--- src/rtl/irq_route_pkg.sv ---
package irq_route_pkg;

  localparam logic [7:0] OFS_SELECT = 8'h00;
  localparam logic [7:0] OFS_WINDOW = 8'h10;

  localparam logic [7:0] IDX_IDENT  = 8'h00;
  localparam logic [7:0] IDX_VER    = 8'h01;
  localparam logic [7:0] IDX_ARB    = 8'h02;
  localparam logic [7:0] IDX_TABLE  = 8'h10;

  // one redirection entry, only the implemented bits
  typedef struct packed {
    logic [7:0] dest;
    logic       mask;
    logic       logical;
    logic [2:0] mode;
    logic [7:0] vector;
  } redir_t;

  localparam redir_t REDIR_RESET = '{dest: 8'h00, mask: 1'b1, logical: 1'b0,
                                     mode: 3'b000, vector: 8'h00};

  function automatic logic [31:0] low_word(redir_t e);
    return {15'b0, e.mask, 4'b0, e.logical, e.mode, e.vector};
  endfunction

  function automatic logic [31:0] high_word(redir_t e);
    return {e.dest, 24'b0};
  endfunction

endpackage

--- src/rtl/irq_route_table.sv ---
module irq_route_table
  import irq_route_pkg::*;
#(
  parameter int unsigned NUM_PINS = 8,
  parameter int unsigned PIN_W    = 3
) (
  input  logic                     clk,
  input  logic                     rst_n,
  input  logic                     wr_en,
  input  logic                     wr_hi,
  input  logic [PIN_W-1:0]         wr_pin,
  input  redir_t                   wr_ent,
  output redir_t [NUM_PINS-1:0]    tbl_o
);

  for (genvar p = 0; p < NUM_PINS; p++) begin : g_entry
    redir_t ent_q;
    redir_t ent_d;
    logic   hit;

    assign hit = wr_en && (wr_pin == PIN_W'(p));

    always_comb begin
      ent_d = ent_q;
      if (wr_hi) begin
        ent_d.dest = wr_ent.dest;
      end else begin
        ent_d.vector  = wr_ent.vector;
        ent_d.mode    = wr_ent.mode;
        ent_d.logical = wr_ent.logical;
        ent_d.mask    = wr_ent.mask;
      end
    end

    always_ff @(posedge clk or negedge rst_n) begin
      if (!rst_n) begin
        ent_q <= REDIR_RESET;
      end else if (hit) begin
        ent_q <= ent_d;
      end
    end

    assign tbl_o[p] = ent_q;
  end

endmodule

--- src/rtl/irq_route_regs.sv ---
module irq_route_regs
  import irq_route_pkg::*;
#(
  parameter int unsigned NUM_PINS = 8,
  parameter int unsigned PIN_W    = 3,
  parameter logic [7:0]  VERSION  = 8'h11
) (
  input  logic                  clk,
  input  logic                  rst_n,
  input  logic                  bus_en,
  input  logic                  bus_we,
  input  logic [7:0]            bus_addr,
  input  logic [31:0]           bus_wdata,
  output logic [31:0]           bus_rdata,
  input  redir_t [NUM_PINS-1:0] tbl_i,
  output logic                  tbl_we,
  output logic                  tbl_hi,
  output logic [PIN_W-1:0]      tbl_pin,
  output redir_t                tbl_wdata,
  output logic [7:0]            sel_o
);

  localparam logic [8:0] TBL_SPAN = 9'(2 * NUM_PINS);
  localparam logic [7:0] TOP_PIN  = 8'(NUM_PINS - 1);

  logic [7:0]  sel_q, sel_d;
  logic [3:0]  id_q, id_d;
  logic        wr_sel, wr_win, id_we;
  logic [7:0]  entry_off;
  logic        in_table;
  logic [31:0] win_val;
  redir_t      cur_ent;
  logic        unused_wbits;

  assign wr_sel    = bus_en && bus_we && (bus_addr == OFS_SELECT);
  assign wr_win    = bus_en && bus_we && (bus_addr == OFS_WINDOW);

  assign entry_off = sel_q - IDX_TABLE;
  assign in_table  = (sel_q >= IDX_TABLE) && ({1'b0, entry_off} < TBL_SPAN);

  assign tbl_we    = wr_win && in_table;
  assign tbl_hi    = entry_off[0];
  assign tbl_pin   = entry_off[PIN_W:1];
  assign tbl_wdata = '{dest: bus_wdata[31:24], mask: bus_wdata[16],
                       logical: bus_wdata[11], mode: bus_wdata[10:8],
                       vector: bus_wdata[7:0]};
  assign unused_wbits = ^{bus_wdata[23:17], bus_wdata[15:12]};

  assign id_we = wr_win && (sel_q == IDX_IDENT);

  always_comb begin
    sel_d = wr_sel ? bus_wdata[7:0] : sel_q;
    id_d  = id_we ? bus_wdata[27:24] : id_q;
  end

  always_ff @(posedge clk or negedge rst_n) begin
    if (!rst_n) begin
      sel_q <= 8'h00;
    end else if (wr_sel) begin
      sel_q <= sel_d;
    end
  end

  always_ff @(posedge clk or negedge rst_n) begin
    if (!rst_n) begin
      id_q <= 4'h0;
    end else if (id_we) begin
      id_q <= id_d;
    end
  end

  assign cur_ent = tbl_i[tbl_pin];

  always_comb begin
    win_val = 32'h0;
    if (in_table) begin
      win_val = tbl_hi ? high_word(cur_ent) : low_word(cur_ent);
    end else begin
      case (sel_q)
        IDX_IDENT, IDX_ARB: win_val = {4'h0, id_q, 24'h0};
        IDX_VER:            win_val = {8'h00, TOP_PIN, 8'h00, VERSION};
        default:            win_val = 32'h0;
      endcase
    end
  end

  always_comb begin
    case (bus_addr)
      OFS_SELECT: bus_rdata = {24'h0, sel_q};
      OFS_WINDOW: bus_rdata = win_val;
      default:    bus_rdata = 32'h0;
    endcase
  end

  assign sel_o = sel_q;

endmodule

--- src/rtl/irq_route_arb.sv ---
module irq_route_arb
  import irq_route_pkg::*;
#(
  parameter int unsigned NUM_PINS = 8,
  parameter int unsigned PIN_W    = 3
) (
  input  logic                  clk,
  input  logic                  rst_n,
  input  logic [NUM_PINS-1:0]   irq_in,
  input  redir_t [NUM_PINS-1:0] tbl_i,
  input  logic                  msg_ready,
  output logic                  msg_valid,
  output logic [PIN_W-1:0]      msg_pin,
  output logic [7:0]            msg_vector,
  output logic [2:0]            msg_mode,
  output logic                  msg_logical,
  output logic [7:0]            msg_dest
);

  logic [NUM_PINS-1:0] prev_q;
  logic [NUM_PINS-1:0] pend_q, pend_d;
  logic [NUM_PINS-1:0] mask_vec, rise, cand, clr_vec;
  logic [PIN_W-1:0]    pick;
  logic                take;
  redir_t              pick_ent;

  for (genvar p = 0; p < NUM_PINS; p++) begin : g_mask
    assign mask_vec[p] = tbl_i[p].mask;
  end

  assign rise = irq_in & ~prev_q;
  assign cand = pend_q & ~mask_vec;

  // lowest-numbered candidate wins
  always_comb begin
    pick = '0;
    for (int i = NUM_PINS - 1; i >= 0; i--) begin
      if (cand[i]) pick = PIN_W'(i);
    end
  end

  assign msg_valid = |cand;
  assign take      = msg_valid && msg_ready;

  always_comb begin
    clr_vec       = '0;
    clr_vec[pick] = take;
    pend_d        = ((pend_q & ~clr_vec) | rise) & ~mask_vec;
  end

  always_ff @(posedge clk or negedge rst_n) begin
    if (!rst_n) begin
      prev_q <= '0;
    end else begin
      prev_q <= irq_in;
    end
  end

  always_ff @(posedge clk or negedge rst_n) begin
    if (!rst_n) begin
      pend_q <= '0;
    end else begin
      pend_q <= pend_d;
    end
  end

  assign pick_ent    = tbl_i[pick];
  assign msg_pin     = pick;
  assign msg_vector  = pick_ent.vector;
  assign msg_mode    = pick_ent.mode;
  assign msg_logical = pick_ent.logical;
  assign msg_dest    = pick_ent.dest;

endmodule

--- src/rtl/irq_route_ctrl.sv ---
module irq_route_ctrl
  import irq_route_pkg::*;
#(
  parameter int unsigned NUM_PINS = 8,
  parameter logic [7:0]  VERSION  = 8'h11,
  parameter int unsigned PIN_W    = (NUM_PINS > 1) ? $clog2(NUM_PINS) : 1
) (
  input  logic                clk,
  input  logic                rst_n,
  input  logic                bus_en,
  input  logic                bus_we,
  input  logic [7:0]          bus_addr,
  input  logic [31:0]         bus_wdata,
  output logic [31:0]         bus_rdata,
  input  logic [NUM_PINS-1:0] irq_in,
  output logic                msg_valid,
  input  logic                msg_ready,
  output logic [PIN_W-1:0]    msg_pin,
  output logic [7:0]          msg_vector,
  output logic [2:0]          msg_mode,
  output logic                msg_logical,
  output logic [7:0]          msg_dest
);

  logic [1:0]            rst_pipe_q;
  logic                  rst_n_i;
  redir_t [NUM_PINS-1:0] tbl;
  logic                  tbl_we, tbl_hi;
  logic [PIN_W-1:0]      tbl_pin;
  redir_t                tbl_wdata;
  logic [7:0]            sel_q;
  logic [NUM_PINS-1:0]   pin_masked;

  // reset asserts at once, releases two clocks later
  always_ff @(posedge clk or negedge rst_n) begin
    if (!rst_n) begin
      rst_pipe_q <= 2'b00;
    end else begin
      rst_pipe_q <= {rst_pipe_q[0], 1'b1};
    end
  end
  assign rst_n_i = rst_pipe_q[1];

  for (genvar p = 0; p < NUM_PINS; p++) begin : g_pin_mask
    assign pin_masked[p] = tbl[p].mask;
  end

  irq_route_regs #(.NUM_PINS(NUM_PINS), .PIN_W(PIN_W), .VERSION(VERSION)) u_regs (
    .clk       (clk),
    .rst_n     (rst_n_i),
    .bus_en    (bus_en),
    .bus_we    (bus_we),
    .bus_addr  (bus_addr),
    .bus_wdata (bus_wdata),
    .bus_rdata (bus_rdata),
    .tbl_i     (tbl),
    .tbl_we    (tbl_we),
    .tbl_hi    (tbl_hi),
    .tbl_pin   (tbl_pin),
    .tbl_wdata (tbl_wdata),
    .sel_o     (sel_q)
  );

  irq_route_table #(.NUM_PINS(NUM_PINS), .PIN_W(PIN_W)) u_table (
    .clk    (clk),
    .rst_n  (rst_n_i),
    .wr_en  (tbl_we),
    .wr_hi  (tbl_hi),
    .wr_pin (tbl_pin),
    .wr_ent (tbl_wdata),
    .tbl_o  (tbl)
  );

  irq_route_arb #(.NUM_PINS(NUM_PINS), .PIN_W(PIN_W)) u_arb (
    .clk         (clk),
    .rst_n       (rst_n_i),
    .irq_in      (irq_in),
    .tbl_i       (tbl),
    .msg_ready   (msg_ready),
    .msg_valid   (msg_valid),
    .msg_pin     (msg_pin),
    .msg_vector  (msg_vector),
    .msg_mode    (msg_mode),
    .msg_logical (msg_logical),
    .msg_dest    (msg_dest)
  );

endmodule

--- config.mk ---
export PLATFORM = sky130hd
export DESIGN_NAME = irq_route_ctrl
export DESIGN_NICKNAME = d
export VERILOG_FILES = /design/src/rtl/irq_route_pkg.sv /design/src/rtl/irq_route_table.sv /design/src/rtl/irq_route_regs.sv /design/src/rtl/irq_route_arb.sv /design/src/rtl/irq_route_ctrl.sv
export SDC_FILE = /design/constraint.sdc
export NUM_CORES = 1
export LEC_CHECK = 0
export BUFFER_PORTS_ARGS = -buffer_cell sky130_fd_sc_hd__buf_2
export CAP_MARGIN = 15
export CORE_UTILIZATION = 45
export DETAILED_ROUTE_END_ITERATION = 6
export PLACE_DENSITY = 0.72
export SYNTH_ARGS = -nofsm -noshare
export SYNTH_HDL_FRONTEND = slang
export SYNTH_SLANG_ARGS = --single-unit
export TNS_END_PERCENT = 5
--- constraint.sdc ---
create_clock -name clk -period 5.35 [get_ports clk]
set_input_delay 0.535 -clock clk [delete_from_list [all_inputs] [get_ports clk]]
set_output_delay 0.535 -clock clk [all_outputs]
set_load 0.005 [all_outputs]
==> results of run 1 <==
## worst max-delay path: stages (launching register included)
cell and delay [ps]:
dfstp_2 560, nand2b_1 210, and3_1 200, a22oi_2 70
inv_2 670, buf_4 490, nand2_1 110, a21oi_1 160
or4_1 190, buf_2 140
## metal layers
metal	GRT usage (%)	vias up	routed length, um	part of all wire, %
met5	0	-	0	0
met4	9.760	0	656	2.4
met3	3.844	52	1868	6.9
met2	37.32	332	12990	48
met1	30.89	3954	11370	42
li1	-	3408	-	-
## final cells by class
| class | count | area (um2) |
|---|---|---|
| diodes | 3 | 7.507 |
| clock buffers | 18 | 429.2 |
| clock inverters | 14 | 151.4 |
| fillers | 1971 | 11010 |
| inverters | 10 | 37.54 |
| multi-input cells | 654 | 5225 |
| flip-flops and latches | 198 | 4974 |
| well taps | 313 | 391.6 |
| repair buffers | 101 | 553.0 |
## power by group through the flow
stage	combinational (W)	sequential [W]	clock (W)
after floorplan	0.000131	0.00156	0
after global placement	0.000219	0.00156	0
after detailed placement	0.000222	0.00156	0
after CTS	0.000223	0.00153	0.00129
after global routing	0.000245	0.00153	0.00134
final	0.000224	0.00153	0.00126
## how the worst min path moves through the flow
stage	startpoint	to	cells after the start
2_1_floorplan	rst_n	rst_pipe_q[0]	0
3_3_place_gp	rst_pipe_q[1]	u_table.tbl_o[165]	0
3_5_place_dp	rst_pipe_q[1]	u_table.tbl_o[165]	0
4_1_cts	irq_in[5]	u_arb.prev_q[5]	1
5_1_grt	irq_in[5]	u_arb.prev_q[5]	1
6_report	irq_in[5]	u_arb.prev_q[5]	1
## logic make-up (layout without fill, tap and decap cells)
family	after synthesis	count (layout)	share of synthesized area [%]
flops	198	198	47.21
mux	240	240	30.01
buf+inv	70	143	3.438
compound gates	125	125	6.246
other cells	2	13	0.07141
simple gates	279	279	13.03
## sequential cells by signal, indices dropped and copies added (netlist names)
register,flops
rst_pipe_q,2
u_arb.prev_q,8
u_table.tbl_o,168
u_arb.pend_q,8
u_regs.sel_o,8
u_regs.id_q,4
## repair_timing
action                    in CTS  in global routing
hold endpoints to repair       2                  0
setup buffers                  0                  0
resized for setup              0                  0
hold buffers                   1                  0
## stage by stage
step	std cells	hold slack [ps]	setup WS, ps	power (W)	area (um2)
after floorplan	922	239.4	2095	0.001694	10550
after global placement	1275	285.8	2048	0.001779	11170
after detailed placement	1275	296.5	1980	0.001782	11170
after CTS	1308	202.4	1517	0.003043	11760
after global routing	1309	206.7	1298	0.003118	11760
final	1311	217.1	1514	0.003018	11770
## cells in the final DEF, fill, tap and decap left out, drive strengths merged, types with 2 or more instances in the layout
| cell | instances |
|---|---|
| nand2b | 12 |
| nor4b | 2 |
| a21oi | 100 |
| clkbuf | 18 |
| nor3 | 15 |
| mux2 | 182 |
| nor2 | 28 |
| mux2i | 16 |
| clkinv | 3 |
| nand4 | 3 |
| diode | 3 |
| dfrtp | 190 |
| nand2 | 180 |
| o21ai | 15 |
| mux4 | 42 |
| dfstp | 8 |
| or4 | 20 |
| buf | 100 |
| a22o | 2 |
| conb | 10 |
| nand3 | 8 |
| nor2b | 5 |
| inv | 20 |
## cells in the mapped netlist (all sizes together) (12+ instances only)
cell / instances
a21oi: 100
buf: 38
clkbuf: 22
dfrtp: 190
mux2: 182
mux2i: 16
mux4: 42
nand2: 180
nand2b: 12
nor2: 28
nor3: 15
o21ai: 15
or4: 20
==> summary.txt, run 1 <==
Maximum vdd ir drop: 0.2143 mV
Status: finished clean
Max Cap Viol: 0
Final min period: 3836 ps
Start of the worst register-to-register path: u_regs.sel_o[1]
Critical Path End: msg_logical
Post-synth cell types: 49
Final Max Slew Viols: 0
Initial antenna violation count: 2
NumNets Final: 1,035
Final setup fails: 0
First-pass GRT wire length: 42.23 mm
DP HPWL: 16.58 mm
Vias in the first global route: 7,651
Post-synthesis cell area: 10,520 um2
Area contributors post-synth: dfrtp_1, mux2_2, mux4_2
Sinks on Clock Net: 198
Number of flops mapped to enable cells by yosys: 0
Power per cell area: 256.4 nW/um2
Final hold vios: 0
Sw Ratio: 27.47%
Internal power: 0.002189 W
Core Box Area: 22,780 um2
Die Ht: 154.9 um
Mapped Cells: 914
Total track usage: 23.09%
H-tree depth: 4
Post-synthesis area per instance: 11.51 um2
Prevailing post-synth register cell: dfrtp_1
Site row count: 55
Overflow after GRT: 0
WP data required: 4820 ps
CTS Buf Count: 17
FMAX: 260.7 MHz
Die area: 23,980 um2
Max-slew headroom: 23.64%
Synth Register Bits: 198
IO buf count: 88
Synthesis-to-layout area growth: 11.91%
Register area share after synthesis: 47.21%
Final Util: 51.67%
Reg2reg path depth: 3
Ys async rst share: 100.0%
Synth Warn #: 0
Fraction of layout cells with a size suffix above 1: 38.09%
Final period util: 71.69%
Avg Vias per Cell: 5.908
Setup TNS: 0 ps
Final GP Congestion: 0.8276
Initial core utilization: 46.17%
Clock Latency Late Sink: 440 ps
Leading area contributor after synthesis: dfrtp_1
Post-Route WL: 26.89 mm
Pleak: 5.286 nW
Clk buf depth: 2
Die X: 154.9 um
Wire length per cell: 20.51 um
Via count: 7,746
Least-Margin Pin Slew: 1144 ps
IO Count: 109
Reg2Reg Setup Slack: 2260 ps
Clk pwr share: 41.9%
Comb pwr share: 7.4%
TritonRoute pass-1 iters: 6
HP Class: primary input to flop
Flop pwr share: 50.7%
CTS tree: yes
Clock skew: 12.83 ps
Worst r2r dst: u_table.tbl_o[28]
RSZ-0062 raised after global routing: no
Crit Path Max Fanout: 51
Final ANT Viol Nets: 0
WS Path Type: flop to output port
DRC: 0
Worst-path clk slew: 80 ps
Largest net degree at the start of global routing: 166
Area share of the largest cell type after synthesis: 45.21%
Initial DRC Count: 804
NetSw: 0.0008290 W
Root Driver: clkbuf_16
CP arrival: 3300 ps
Startpoint Class: flop
Crit. End Element: output port
CP Launch Point: u_table.tbl_o[12]
Note: power is estimated with default switching activity, not from simulation.
==> run 2, diff against run 1 <==
--- a/config.mk
+++ b/config.mk
@@ -5,6 +5,7 @@
 export SDC_FILE = /design/constraint.sdc
 export NUM_CORES = 1
 export LEC_CHECK = 0
+export ABC_AREA = 1
 export BUFFER_PORTS_ARGS = -buffer_cell sky130_fd_sc_hd__buf_2
 export CAP_MARGIN = 15
 export CORE_UTILIZATION = 45
==> constraint.sdc (replaced) <==
create_clock -name clk -period 3.47 [get_ports clk]
set_input_delay 0.347 -clock clk [delete_from_list [all_inputs] [get_ports clk]]
set_output_delay 0.347 -clock clk [all_outputs]
set_load 0.005 [all_outputs]
==> summary.txt, run 2 <==
Status: complete, but fails checks
Failing checks: design-rule violations
Total track usage: 26.71%
Pleak: 5.835 nW
Final hold vios: 0
Die area: 25,500 um2
Synth top cells by count: nand2_1, inv_1, dfrtp_1
IO buf count: 88
Die Ht: 159.7 um
Dpl cells: 1,866
Compound-Gate Fraction of Synth Area: 15.91%
Mapped Cells: 1,512
Initial core utilization: 46.01%
First-pass GRT wire length: 52.92 mm
Final period util: 93.64%
Core Box Area: 24,320 um2
WS Path Type: flop to output port
Number of flops mapped to enable cells by yosys: 0
Vias in the first global route: 9,813
Synth Register Bits: 198
Via count: 10,400
Setup TNS: 0 ps
Layout fillers: 2,348
RSZ-0062 raised after global routing: no
Clk buf depth: 2
Max-slew headroom: 21.76%
Sinks on Clock Net: 198
Prevailing post-synth register cell: dfrtp_1
Final ANT Viol Nets: 0
Post-synthesis area per instance: 7.400 um2
Least-Margin Pin Slew: 1174 ps
Final Max Slew Viols: 0
Most numerous cell in the Yosys netlist: nand2_1
Root Driver: clkbuf_16
Ys async rst share: 100.0%
Worst-path clk slew: 70 ps
Clock skew: 8.415 ps
Fraction of layout cells with a size suffix above 1: 12.51%
DRC: 2
Ant diodes: 0
Power per cell area: 446.9 nW/um2
Commonest non-fill, non-tap cell in the layout: nand2_1
Synthesis-to-layout area growth: 10.33%
FMAX: 307.8 MHz
TritonRoute pass-1 iters: 7
Startpoint Class: flop
Largest register FFs: 168
Final min period: 3249 ps
DP HPWL: 20.33 mm
Post-Route WL: 33.33 mm
H-tree depth: 4
Area contributors post-synth: dfrtp_1, nand2_1, inv_1
Avg Vias per Cell: 5.474
NumNets Final: 1,615
Filler-free cell count of the finished design: 1,899
Simple-gate share of the synthesized area: 25.97%
Post-synthesis cell area: 11,190 um2
# Post-CTS Setup Buffers: 0
XOR/XNOR Fraction of Synth Area: 0%
Maximum vdd ir drop: 0.3786 mV
Crit Path Max Fanout: 16
Post-synth cell types: 41
CP arrival: 2900 ps
Die X: 159.7 um
Register area share after synthesis: 44.37%
HP Class: primary input to flop
Commonest cells after routing, fill and taps aside: nand2_1, inv_1, dfrtp_1
Overflow after GRT: 0
CTS Buf Count: 17
Largest net degree at the start of global routing: 196
Initial antenna violation count: 1
Main combinational cell family by area after synthesis: simple AND/OR/NAND/NOR gates
Clock Latency Late Sink: 440 ps
Area share of the largest cell type after synthesis: 42.50%
Max Cap Viol: 0
Initial DRC Count: 1,171
Final setup fails: 0
Final GP Congestion: 0.8360
CTS tree: yes
Site row count: 57
IO Count: 109
Crit. End Element: output port
Mux share of post-synthesis cell area: 0%
Leading area contributor after synthesis: dfrtp_1
Wire length per cell: 17.55 um
Adder-cell area share of the yosys netlist: 0%
WP data required: 3120 ps
Synth Warn #: 0
-- run 2: cell types whose count changed after synthesis, moves of 42 or more --
| cell | previous run | this run |
|---|---|---|
| mux4_2 | 42 | 0 |
| nand3_1 | 4 | 168 |
| o21ai_0 | 14 | 92 |
| a21oi_1 | 100 | 16 |
| o21ai_1 | 1 | 91 |
| nand2_1 | 178 | 415 |
| inv_1 | 8 | 252 |
| mux2_2 | 168 | 0 |
-- run 2: repair_timing --
action,4_1_cts,5_1_grt
resized for setup,0,0
endpoints found under the hold margin,2,0
hold buffers,1,0
-- run 2: where the power goes --
| part | internal (W) | total [W] | switching (W) |
|---|---|---|---|
| registers | 0.00233 | 0.00234 | 0.0000120 |
| clock network | 0.00109 | 0.00198 | 0.000894 |
| logic | 0.000359 | 0.00120 | 0.000838 |
| total | 0.00377 | 0.00552 | 0.00174 |
-- run 2: final cells by class --
type / instances / area (um2) / area share, %
multi-input combinational: 972 / 4741 / 38.40
sequential: 198 / 4969 / 40.25
timing repair buffer: 115 / 683.2 / 5.534
clock buffer: 21 / 450.4 / 3.649
tap: 324 / 405.4 / 3.284
clock inverter: 11 / 125.1 / 1.014
inverter: 258 / 970.9 / 7.865
-- run 2: worst max-delay path, stage by stage (launching register included) --
cell	delay, ps
dfrtp_1	480
inv_1	140
nand2_2	90
clkinv_1	590
nand2_1	230
o2111ai_1	130
o21ai_0	420
o22ai_1	210
buf_2	180
-- run 2: path summary, 6_finish.rpt --
path | cells past startpoint | endpoint | slack, ps | from
hold / removal | 1 | u_arb.prev_q[7] | 30 | irq_in[7]
hold reg to reg | 0 | u_table.tbl_o[157] | 90 | rst_pipe_q[1]
setup / recovery | 8 | bus_rdata[2] | 220 | u_regs.sel_o[1]
min in group asynchronous | 0 | u_table.tbl_o[157] | 90 | rst_pipe_q[1]
max in group asynchronous | 1 | u_table.tbl_o[55] | 2080 | rst_pipe_q[1]
setup reg to reg | 8 | u_table.tbl_o[83] | 660 | u_regs.sel_o[6]
-- run 2: metal layers --
| metal | part of all wire (%) | up-vias | track usage (%) |
|---|---|---|---|
| met1 | 42 | 4781 | 36.18 |
| li1 | - | 4954 | - |
| met2 | 44 | 564 | 41.70 |
| met3 | 10 | 97 | 5.403 |
| met5 | 0 | - | 0 |
| met4 | 3.6 | 0 | 11.19 |
-- run 2: cell families after synthesis --
logic type,after synthesis
other,2
buffers and inverters,350
DFF,198
and+or+nand+nor,659
AOI/OAI and AO/OA,303
-- run 2: through the flow --
stage / power, W / worst slack, ps / util (%) / instance area (um2) / hold slack, ps
after floorplan: 0.003151 / 214.7 / - / 11220 / 51.41
after global placement: 0.003546 / 841.2 / 48.35 / 11760 / 88.64
after detailed placement: 0.003563 / 757.2 / 48.35 / 11760 / 87.90
after CTS: 0.005540 / 334.0 / 50.76 / 12340 / 13.75
after global routing: 0.005780 / 122.6 / 50.76 / 12340 / 15.35
final: 0.005516 / 220.6 / 50.76 / 12340 / 27.89
==> run 3, diff against run 2 <==
--- a/config.mk
+++ b/config.mk
@@ -8,9 +8,11 @@
 export ABC_AREA = 1
 export BUFFER_PORTS_ARGS = -buffer_cell sky130_fd_sc_hd__buf_2
 export CAP_MARGIN = 15
+export CORE_ASPECT_RATIO = 1.75
 export CORE_UTILIZATION = 45
+export CTS_CLUSTER_SIZE = 16
 export DETAILED_ROUTE_END_ITERATION = 6
-export PLACE_DENSITY = 0.72
+export PLACE_DENSITY = 0.69
 export SYNTH_ARGS = -nofsm -noshare
 export SYNTH_HDL_FRONTEND = slang
 export SYNTH_SLANG_ARGS = --single-unit
==> constraint.sdc (replaced) <==
create_clock -name clk -period 4.1 [get_ports clk]
set_input_delay 0.41 -clock clk [delete_from_list [all_inputs] [get_ports clk]]
set_output_delay 0.41 -clock clk [all_outputs]
set_load 0.005 [all_outputs]
==> summary.txt, run 3 (same netlist as run 2, synthesis figures left out) <==
Pleak: 5.819 nW
HP Class: primary input to flop
Max Cap Viol: 0
Final hold vios: 0
Commonest non-fill, non-tap cell in the layout: nand2_1
Die X: 121.2 um
Avg Vias per Cell: 5.537
Worst path max stage delay: 760 ps
Fraction of layout cells with a size suffix above 1: 12.23%
Slowest cell on crit path: buf_4
First-pass GRT wire length: 54.05 mm
Startpoint Class: flop
Overflow after GRT: 0
FMAX: 296.2 MHz
IO Count: 109
RSZ-0062 raised after global routing: no
H-tree depth: 4
Ant diodes: 0
Status: finished clean
Largest register FFs: 168
IO buf count: 88
CTS Buf Count: 17
NumNets Final: 1,610
# Post-CTS Setup Buffers: 0
Crit Path Max Fanout: 81
DP HPWL: 21.95 mm
Vias in the first global route: 10,070
Total track usage: 28.31%
Synthesis-to-layout area growth: 10.01%
Final Max Slew Viols: 0
CP arrival: 2970 ps
Final min period: 3376 ps
Worst-path clk slew: 70 ps
Setup TNS: 0 ps
CP most frequent cell: nand2_1
Crit. End Element: output port
Initial antenna violation count: 1
Post-Route WL: 34.25 mm
Clock skew: 14.48 ps
Final period util: 82.34%
Max-slew headroom: 29.28%
DRC: 0
Largest delay share family, worst path: buffers and inverters
WP buf/inv: 5
Final ANT Viol Nets: 0
Initial core utilization: 45.60%
Power Total: 0.004740 W
Least-Margin Pin Slew: 1060 ps
Via count: 10,420
Largest net degree at the start of global routing: 91
WP data required: 3690 ps
Site row count: 76
Final GP Congestion: 0.8708
Maximum vdd ir drop: 0.3054 mV
Final setup fails: 0
Commonest cells after routing, fill and taps aside: nand2_1, inv_1, dfrtp_1
Layout fillers: 2,460
WS Path Type: flop to output port
TritonRoute pass-1 iters: 6
Clk buf depth: 2
Power per cell area: 385.1 nW/um2
CTS tree: yes
Root Driver: clkbuf_16
Wire length per cell: 18.20 um
Die area: 25,520 um2
Initial DRC Count: 1,054
Sinks on Clock Net: 198
Core Box Area: 24,530 um2
Die Ht: 210.6 um
Worst-path cell chain: nor2_1 -> inv_2 -> buf_4 -> nand2_2 -> buf_4 -> nand2_1 -> nand3_1 -> nand2_1 -> inv_1 -> nand2_1 -> buf_2
Clock Latency Late Sink: 450 ps
-- run 3: cell count changes in the layout (fill, tap and decap cells not counted), moves of 2 or more --
cell,before,now
clkbuf_8,1,4
inv_6,2,0
buf_4,23,20
buf_12,3,1
clkinv_4,2,0
-- run 3: final cells by class --
cell class	instances	area, um2	share of cell area (%)
Inverter	258	970.9	7.889
Sequential cell	198	4969	40.37
Timing Repair Buffer	110	620.6	5.042
Clock buffer	24	491.7	3.995
Tap cell	312	390.4	3.172
Multi-Input combinational cell	972	4746	38.56
Clock inverter	8	120.1	0.9759
-- run 3: power breakdown --
part / total, W / switching [W] / internal [W]
clock: 0.00175 / 0.000729 / 0.00102
combinational: 0.000997 / 0.000700 / 0.000296
sequential: 0.00199 / 0.0000213 / 0.00197
-- run 3: final timing paths --
kind	from	endpoint	slack, ps	cells after the start
setup / recovery	u_table.tbl_o[12]	msg_mode[1]	720	11
hold / removal	irq_in[6]	u_arb.prev_q[6]	80	1
setup reg to reg	u_regs.sel_o[6]	u_table.tbl_o[121]	1310	8
hold reg to reg	rst_pipe_q[0]	rst_pipe_q[1]	370	0
max in group asynchronous	rst_pipe_q[1]	u_table.tbl_o[86]	2550	1
min in group asynchronous	rst_n	rst_pipe_q[1]	270	2
-- run 3: worst register-to-register path: stages, from the launching register on --
cell     delay (ps)
dfrtp_1         400
nor2_1          170
inv_1            90
nor3_4          360
inv_4            70
nor3_4          360
buf_4           320
nand3_1         510
o21ai_0         390
-- run 3: routing by layer --
metal  up-vias  GRT usage (%)  routed length [um]
met5         -              0                   0
met4         0          19.46                2266
met3       124          4.194                1984
met2       416          48.99               17520
met1      4945          31.65               12480
li1       4936              -                   -
-- run 3: metrics by stage --
stage	hold slack (ps)	util (%)	std cells	worst slack, ps	instance area (um2)
3_3_place_gp	195.3	47.63	1849	1220	11690
2_1_floorplan	114.4	-	1520	844.7	11220
5_1_grt	62.97	50.17	1882	498.9	12310
3_5_place_dp	197.7	47.63	1849	1222	11690
4_1_cts	62.51	50.17	1882	724.5	12310
6_report	78.78	50.17	1882	724.2	12310
-- run 3: repair_timing --
action	4_1_cts	5_1_grt
hold endpoints to repair	2	0
hold buffers	1	0
gates resized for setup	0	0
endpoints found under the setup margin	0	0
